File: src/rtl/oc_timer_pkg.sv
package oc_timer_pkg;

  typedef enum logic [2:0] {
    OCM_FROZEN = 3'd0,
    OCM_SET    = 3'd1,
    OCM_CLR    = 3'd2,
    OCM_TOG    = 3'd3,
    OCM_LOW    = 3'd4,
    OCM_HIGH   = 3'd5,
    OCM_PWM_A  = 3'd6,
    OCM_PWM_B  = 3'd7
  } oc_mode_e;

  typedef struct packed {
    logic       clr_en;
    logic       out_en;
    logic [1:0] dir_sel;
    logic       preload;
    oc_mode_e   mode;
  } ch_ctrl_t;

  localparam int unsigned ADDR_W = 3;
  localparam logic [ADDR_W-1:0] A_PSC  = 3'd0;
  localparam logic [ADDR_W-1:0] A_LIM  = 3'd1;
  localparam logic [ADDR_W-1:0] A_CMP  = 3'd2;
  localparam logic [ADDR_W-1:0] A_CTRL = 3'd3;
  localparam logic [ADDR_W-1:0] A_STAT = 3'd4;

endpackage

File: src/rtl/oc_prescaler.sv
module oc_prescaler #(
  parameter int unsigned PSC_W = 16
) (
  input  logic             clk_i,
  input  logic             rst_ni,
  input  logic             wr_i,
  input  logic [PSC_W-1:0] wdata_i,
  input  logic             upd_i,
  output logic             tick_o
);

  logic [PSC_W-1:0] shadow_q, active_q, div_q;

  assign tick_o = (div_q == active_q);

  always_ff @(posedge clk_i or negedge rst_ni) begin
    if (!rst_ni) begin
      shadow_q <= '0;
      active_q <= '0;
      div_q    <= '0;
    end else begin
      if (upd_i) active_q <= shadow_q;
      if (wr_i)  shadow_q <= wdata_i;
      div_q <= tick_o ? '0 : div_q + PSC_W'(1);
    end
  end

endmodule

File: src/rtl/oc_counter.sv
module oc_counter #(
  parameter int unsigned CNT_W = 16
) (
  input  logic             clk_i,
  input  logic             rst_ni,
  input  logic             tick_i,
  input  logic [CNT_W-1:0] lim_i,
  output logic [CNT_W-1:0] cnt_o,
  output logic             upd_o,
  output logic             step_o
);

  logic [CNT_W-1:0] cnt_q;
  logic             step_q;

  assign upd_o  = tick_i && (cnt_q >= lim_i);
  assign cnt_o  = cnt_q;
  assign step_o = step_q;

  always_ff @(posedge clk_i or negedge rst_ni) begin
    if (!rst_ni) begin
      cnt_q  <= '0;
      step_q <= 1'b0;
    end else begin
      step_q <= tick_i;
      if (tick_i) cnt_q <= upd_o ? '0 : cnt_q + CNT_W'(1);
    end
  end

endmodule

File: src/rtl/oc_channel.sv
module oc_channel
  import oc_timer_pkg::*;
#(
  parameter int unsigned CNT_W = 16
) (
  input  logic             clk_i,
  input  logic             rst_ni,
  input  ch_ctrl_t         ctrl_i,
  input  logic             cmp_wr_i,
  input  logic [CNT_W-1:0] cmp_wdata_i,
  input  logic             upd_i,
  input  logic             step_i,
  input  logic [CNT_W-1:0] cnt_i,
  input  logic             ext_clr_i,
  output logic             oc_o
);

  logic [CNT_W-1:0] cmp_sh_q, cmp_act_q;
  logic             ref_q, ref_d, clr_q;
  logic             match, below, chan_out;

  assign chan_out = (ctrl_i.dir_sel == 2'b00);
  assign match    = step_i && (cnt_i == cmp_act_q);
  assign below    = (cnt_i < cmp_act_q);

  always_comb begin
    ref_d = ref_q;
    unique case (ctrl_i.mode)
      OCM_FROZEN: ref_d = ref_q;
      OCM_SET:    if (match) ref_d = 1'b1;
      OCM_CLR:    if (match) ref_d = 1'b0;
      OCM_TOG:    if (match) ref_d = ~ref_q;
      OCM_LOW:    ref_d = 1'b0;
      OCM_HIGH:   ref_d = 1'b1;
      OCM_PWM_A:  ref_d = below;
      OCM_PWM_B:  ref_d = ~below;
      default:    ref_d = ref_q;
    endcase
  end

  always_ff @(posedge clk_i or negedge rst_ni) begin
    if (!rst_ni) begin
      cmp_sh_q  <= '0;
      cmp_act_q <= '0;
      ref_q     <= 1'b0;
      clr_q     <= 1'b0;
    end else begin
      // wrap copy first, a direct write overrides it
      if (upd_i && ctrl_i.preload) cmp_act_q <= cmp_sh_q;
      if (cmp_wr_i) begin
        cmp_sh_q <= cmp_wdata_i;
        if (!ctrl_i.preload) cmp_act_q <= cmp_wdata_i;
      end
      if (chan_out) ref_q <= ref_d;
      if (ctrl_i.clr_en && ext_clr_i) clr_q <= 1'b1;
      else if (upd_i)                 clr_q <= 1'b0;
    end
  end

  assign oc_o = chan_out && ctrl_i.out_en && !clr_q && ref_q;

endmodule

File: src/rtl/oc_timer_unit.sv
module oc_timer_unit
  import oc_timer_pkg::*;
#(
  parameter int unsigned CNT_W = 16,
  parameter int unsigned PSC_W = 16
) (
  input  logic             clk_i,
  input  logic             rst_ni,
  input  logic             wr_en_i,
  input  logic [2:0]       wr_addr_i,
  input  logic [CNT_W-1:0] wr_data_i,
  input  logic             ext_clr_i,
  output logic [CNT_W-1:0] cnt_o,
  output logic             uif_o,
  output logic             oc_o
);

  localparam int unsigned CTRL_W = $bits(ch_ctrl_t);

  logic [CNT_W-1:0] lim_q;
  ch_ctrl_t         ctrl_q;
  logic             uif_q;
  logic             tick, upd, step;
  logic             wr_psc, wr_lim, wr_cmp, wr_ctrl, wr_stat;

  assign wr_psc  = wr_en_i && (wr_addr_i == A_PSC);
  assign wr_lim  = wr_en_i && (wr_addr_i == A_LIM);
  assign wr_cmp  = wr_en_i && (wr_addr_i == A_CMP);
  assign wr_ctrl = wr_en_i && (wr_addr_i == A_CTRL);
  assign wr_stat = wr_en_i && (wr_addr_i == A_STAT);

  always_ff @(posedge clk_i or negedge rst_ni) begin
    if (!rst_ni) begin
      lim_q  <= '1;
      ctrl_q <= '0;
      uif_q  <= 1'b0;
    end else begin
      if (wr_lim)  lim_q  <= wr_data_i;
      if (wr_ctrl) ctrl_q <= ch_ctrl_t'(wr_data_i[CTRL_W-1:0]);
      if (upd)                         uif_q <= 1'b1;
      else if (wr_stat && !wr_data_i[0]) uif_q <= 1'b0;
    end
  end

  oc_prescaler #(.PSC_W(PSC_W)) u_psc (
    .clk_i   (clk_i),
    .rst_ni  (rst_ni),
    .wr_i    (wr_psc),
    .wdata_i (wr_data_i[PSC_W-1:0]),
    .upd_i   (upd),
    .tick_o  (tick)
  );

  oc_counter #(.CNT_W(CNT_W)) u_cnt (
    .clk_i  (clk_i),
    .rst_ni (rst_ni),
    .tick_i (tick),
    .lim_i  (lim_q),
    .cnt_o  (cnt_o),
    .upd_o  (upd),
    .step_o (step)
  );

  oc_channel #(.CNT_W(CNT_W)) u_ch (
    .clk_i       (clk_i),
    .rst_ni      (rst_ni),
    .ctrl_i      (ctrl_q),
    .cmp_wr_i    (wr_cmp),
    .cmp_wdata_i (wr_data_i),
    .upd_i       (upd),
    .step_i      (step),
    .cnt_i       (cnt_o),
    .ext_clr_i   (ext_clr_i),
    .oc_o        (oc_o)
  );

  assign uif_o = uif_q;

endmodule

File: config.mk
export PLATFORM = sky130hd
export DESIGN_NAME = oc_timer_unit
export DESIGN_NICKNAME = d
export VERILOG_FILES = /design/src/rtl/oc_timer_pkg.sv /design/src/rtl/oc_prescaler.sv /design/src/rtl/oc_counter.sv /design/src/rtl/oc_channel.sv /design/src/rtl/oc_timer_unit.sv
export SDC_FILE = /design/constraint.sdc
export NUM_CORES = 1
export LEC_CHECK = 0
export BUFFER_PORTS_ARGS = -buffer_cell sky130_fd_sc_hd__buf_2
export CAP_MARGIN = 15
export CORE_MARGIN = 10
export CORE_UTILIZATION = 60
export DETAILED_ROUTE_END_ITERATION = 10
export PLACE_DENSITY_LB_ADDON = 0.15
export SLEW_MARGIN = 20
export SYNTH_ARGS = -nofsm -noshare
export SYNTH_HDL_FRONTEND = slang
export SYNTH_SLANG_ARGS = --single-unit
File: constraint.sdc
create_clock -name clk_i -period 5.35 [get_ports clk_i]
set_clock_uncertainty 0.1 [all_clocks]
set_input_delay 1.07 -clock clk_i [delete_from_list [all_inputs] [get_ports clk_i]]
set_output_delay 1.07 -clock clk_i [all_outputs]
set_load 0.01 [all_outputs]
# Word-level counts from Yosys, hierarchy flattened
# Cells that the tools add are included.
# totals
reg_bits	124
output_inout_bits	18
wordCells	73
# op_classes
n_addsub	2
n_lt_le_gt_ge	2
n_eq_ne	16
n_mux	13
bitwise	3
reduce_logical	21
# op_table
op	count
$mux W16	5
$add A16 B1 Y16 const B	2
$eq A16 B16 Y1	2
$ge A16 B16 Y1	1
$lt A16 B16 Y1	1
$eq A3 B3 Y1 const B	5
$logic_and A1 B1 Y1	13
$eq A3 B2 Y1 const B	4
$mux W1	7
$pmux W1 S7	1
$eq A3 B1 Y1 const B	2
$logic_not A3 Y1	2
$ne A2 B1 Y1 const B	3
$reduce_and A5 Y1	1
$reduce_bool A2 Y1	2
$not A1 Y1	3
$logic_not A1 Y1	2
$logic_not A2 Y1	1

# Longest topological paths before layout
# logic_depth
ltp_word	6
depth_mapped	10
ltp_nobuf	8

# Modules after synthesis
# A second synthesis with hierarchy kept.
# hier_totals
hier_cells	543
hier_area_um2	6338.6
# modules_own_cells
module	instances	cells_each	area_per_inst_um2	seq_area_each_um2
oc_prescaler	1	166	2124.5	1201.2
oc_channel	1	180	1879.3	850.8
oc_counter	1	138	1295.0	425.4
oc_timer_unit	1	59	1039.7	645.6

# Least setup slack after synthesis
# OpenSTA, ideal clock, no wires.
# synth_timing
path_type	in2reg
from	input wr_addr_i[0]
to	register u_psc.shadow_q[10]
setup_ns	0.125
t_arrival_ns	2.497
required_time_ns	5.125
slack_ns	2.628
cell_stages	4
n_path_buf	2
cell_sequence	clkbuf_1 -> nor4b_2 -> clkbuf_1 -> mux2_2
# synth_via
elab_chain_cells	2
# synth_lines
element	line	source
start: declaration	oc_timer_unit.sv:10	input logic [2:0] wr_addr_i,
$logic_not A3 Y1	oc_timer_unit.sv:26	assign wr_psc = wr_en_i && (wr_addr_i == A_PSC);
$logic_and A1 B1 Y1	oc_timer_unit.sv:26	
end signal: assignment	oc_prescaler.sv:23	if (wr_i) shadow_q <= wdata_i;
end: declaration	oc_prescaler.sv:12	logic [PSC_W-1:0] shadow_q, active_q, div_q;
# No other way between the ends.
# A chain may end at the register's enable or synchronous reset.

# Final worst setup path
# layout_timing
from	register lim_q[15]
to	register u_psc.active_q[1]
# layout_via
elab_chain_cells	2
# layout_lines
element	line	source
start: declaration	oc_timer_unit.sv:20	logic [CNT_W-1:0] lim_q;
start signal: assignment	oc_timer_unit.sv:38	if (wr_lim) lim_q <= wr_data_i;
$ge A16 B16 Y1	oc_counter.sv:16	assign upd_o = tick_i && (cnt_q >= lim_i);
$logic_and A1 B1 Y1	oc_counter.sv:16	
end signal: assignment	oc_prescaler.sv:22	if (upd_i) active_q <= shadow_q;
end: declaration	oc_prescaler.sv:12	
# No other way between the ends.

==> results.cfg <==
[run_status]
status = finished clean

[pwr]
internal-power_mw = 2.12
p_switching_mw = 1.06
seq_power_share_pct = 42.1
power_per_cell_area_nw_per_um2 = 447
power.static_leakage_nw = 3.38
p_clk_share_pct = 33.4
total_power_mw = 3.18
ir_drop_mv = 0.251
sw_frac_of_total_pct = 33.3
power_frac_comb_pct = 24.5

[grt]
gr-total-overflow = 0
grt_use_total_pct = 19.5
first_global_vias = 4567
grt_first_pass_wirelength_um = 22900
grt_antenna_before_repair = 0
grt_max_degree = 77

[worst_hold_path]
hold-path-cell-count = 2
min_path_type = reg2reg

[cts]
cts.root.buffer_cell = sky130_fd_sc_hd__clkbuf_8
ctsHoldBuffers = 0
clock_sink_count = 124
numCtsBuffers = 17
post-cts-setup-buffer-count = 0
h_tree_levels = 4
clk_transition_reported_paths_ns = 0.06
clock_latency_ns = 0.51
tritoncts_clock_tree = built
cts-resized-gates = 0
worst_case_clock_buffer_depth = 2

[place]
dp.final_hpwl_um = 9660
placedCellCount = 747
place_worst_setup_slack_ns = 2.10
gpl.final_weighted_congestion = 0.816
placement.cell_area_um2 = 6550
port_buffers = 40

[logic_synthesis]
synth_largest_type_area_fraction_pct = 43.6
synth.top_cells.by_area = sky130_fd_sc_hd__dfrtp_1 44%, sky130_fd_sc_hd__ha_1 6.9%, sky130_fd_sc_hd__dfstp_2 6.8%
synth_warn = 0
net_count_synth = 643
synth-seq-cells = 124
synth_ff_type = sky130_fd_sc_hd__dfrtp_1
synth_cells = 586
async_reset_ff_share_pct = 100
syn_std_cell_area_um2 = 6200
synthesis.area_per_instance_um2 = 10.6
seq_area_frac_synth_pct = 50.4
synth_edf_count = 0
synthDistinctLibCells = 55
yosysTopAreaCell = sky130_fd_sc_hd__dfrtp_1

[routing]
drt_pass1_iterations = 6
detailroute.via_count = 4548
ant_nets = 0
drt-wirelength-per-cell_um = 17.8
routed_via_density = 5.84
drt_first_iter_violations = 261
drcViolationCount = 0
detail_route.wirelength_um = 13900

[timing]
fmax_mhz = 300
tns_ns = 0
final_critical_path_setup_slack_ns = 2.02
grt_setup_unrepaired = no
report.final.slew_viol_count = 0
post-route-min-period_ns = 3.33
final_min_period_over_clock_period_pct = 62.2
timing.slew.headroom_pct = 35.9
setup_violations = 0
worst_pin_slew_ns = 0.962
final.hold.worst_slack_ns = 0.376
report.final.hold_viol_count = 0

[final_layout]
finalNonFillerCells = 779
fillers = 763
num-nets-final = 687
antenna_cells_inserted = 0
share_of_layout_cells_above_drive_strength_1_pct = 20.2
layout_stage_area_growth_over_the_synthesis_result_pct = 14.5
finish.instance_area_um2 = 7100
final_core_utilization_pct = 69.7

[floorplanning]
floorplan.initialDensity_pct = 60.9
core_area_um2 = 10200
die_width_um = 122
design.portCount = 41
fp.dieArea_um2 = 14800
std_cell_rows = 37
chipHeight_um = 122

[setup_path]
timing_worst_setup_path_type = reg2reg
r2r_cells = 7
worst_setup_path_start_kind = flip-flop
cp.arrival_ns = 3.62
critical_path_fanouts_max = 33
crit_required_ns = 5.64
cp-end-kind = flip-flop

[job]
max_cap_violations = 0
state kept, by name, summed over array words and instances (netlist names):
| signal | count |
|---|---|
| u_psc.div_q | 16 |
| u_cnt.step_o | 1 |
| u_psc.active_q | 16 |
| u_cnt.cnt_o | 16 |
| uif_o | 1 |
| u_ch.cmp_sh_q | 16 |
| u_ch.ref_q | 1 |
| lim_q | 16 |
| u_ch.cmp_act_q | 16 |
| u_ch.clr_q | 1 |
| u_psc.shadow_q | 16 |
| ctrl_q | 8 |
layout by cell type, fill, tap and decap left out, drive strengths merged, types with 4 or more instances in the layout:
cell type and n:
nand2 84, buf 46, xnor2 22, o32a 10, o21ai 29, nor2 34, o21a 13, nand3 16
dfstp 16, nand4 19, mux2i 6, xor2 16, a21oi 20, and3 10, dfrtp 108, nor2b 4
mux2 40, a211oi 5, clkbuf 17, inv 44, ha 34, clkinvlp 5
critical path, cell delays in order, from the launching register on:
cell and delay, ns:
sky130_fd_sc_hd__dfstp_2 0.51, sky130_fd_sc_hd__inv_1 0.04, sky130_fd_sc_hd__ha_1 0.32, sky130_fd_sc_hd__nand4_1 0.17, sky130_fd_sc_hd__or3_4 0.45, sky130_fd_sc_hd__a2111oi_4 0.36, sky130_fd_sc_hd__o31a_2 0.84, sky130_fd_sc_hd__mux2_1 0.40
cell type report:
| cell class | count | area (um^2) | area share (%) |
|---|---|---|---|
| flip-flops and latches | 124 | 3120 | 44.0 |
| multi-input cells | 403 | 2870 | 40.3 |
| clock buffers | 17 | 414 | 5.83 |
| repair buffers | 46 | 248 | 3.49 |
| well taps | 136 | 170 | 2.40 |
| inverters | 38 | 143 | 2.01 |
| clock inverters | 15 | 139 | 1.96 |
kinds of logic after synthesis:
| kind of cell | count (synthesis) | synth area share, % |
|---|---|---|
| buffers and inverters | 59 | 3.85 |
| and+or+nand+nor | 188 | 14.4 |
| xor gates and xnor gates | 38 | 5.37 |
| AOI/OAI and AO/OA | 97 | 10.9 |
| DFF | 124 | 50.4 |
| adders and majority gates | 34 | 6.86 |
| muxes | 46 | 8.23 |
power by group through the flow:
| stage | sequential [mW] | clock (mW) | combinational (mW) |
|---|---|---|---|
| 3_5_place_dp | 1.35 | 0 | 0.772 |
| 3_3_place_gp | 1.34 | 0 | 0.739 |
| 4_1_cts | 1.34 | 1.08 | 0.784 |
| 5_1_grt | 1.37 | 1.12 | 0.876 |
| 2_1_floorplan | 1.30 | 0 | 0.553 |
| 6_report | 1.34 | 1.06 | 0.779 |
Yosys cell counts (all sizes together) (3+ instances only):
cell and count:
a211oi 5, a21o 3, a21oi 20, and3 10, and4 3, buf 5
clkbuf 16, dfrtp 108, dfstp 16, ha 34, inv 38, mux2 40
mux2i 6, nand2 84, nand3 16, nand4 19, nor2 34, nor2b 4
nor3 3, o21a 13, o21ai 29, o32a 10, o41ai 3, or3 3
xnor2 22, xor2 16
path summary, 6_finish.rpt:
kind	start	endpoint	slack (ns)
worst min-delay path	u_ch.cmp_sh_q[0]$_DFFE_PN0P_	u_ch.cmp_sh_q[0]$_DFFE_PN0P_	0.38
min in group asynchronous	rst_ni	u_cnt.cnt_o[8]$_DFFE_PN0P_	0.61
worst max-delay path	lim_q[15]$_DFFE_PN1P_	u_psc.active_q[1]$_DFFE_PN0N_	2.02
worst max register to register	lim_q[15]$_DFFE_PN1P_	u_psc.active_q[1]$_DFFE_PN0N_	2.02
max in group asynchronous	rst_ni	u_psc.shadow_q[0]$_DFFE_PN0P_	3.37
worst min register to register	u_ch.cmp_sh_q[0]$_DFFE_PN0P_	u_ch.cmp_sh_q[0]$_DFFE_PN0P_	0.38
routing by layer:
metal | global-route usage [%] | routed length (um) | vias to the layer above
li1 | - | - | 2141
met1 | 26.1 | 6280 | 2251
met2 | 30.8 | 6680 | 137
met3 | 3.84 | 723 | 19
met4 | 6.93 | 210 | 0
met5 | 0 | 0 | -
Power figures use the tool's default switching activity.
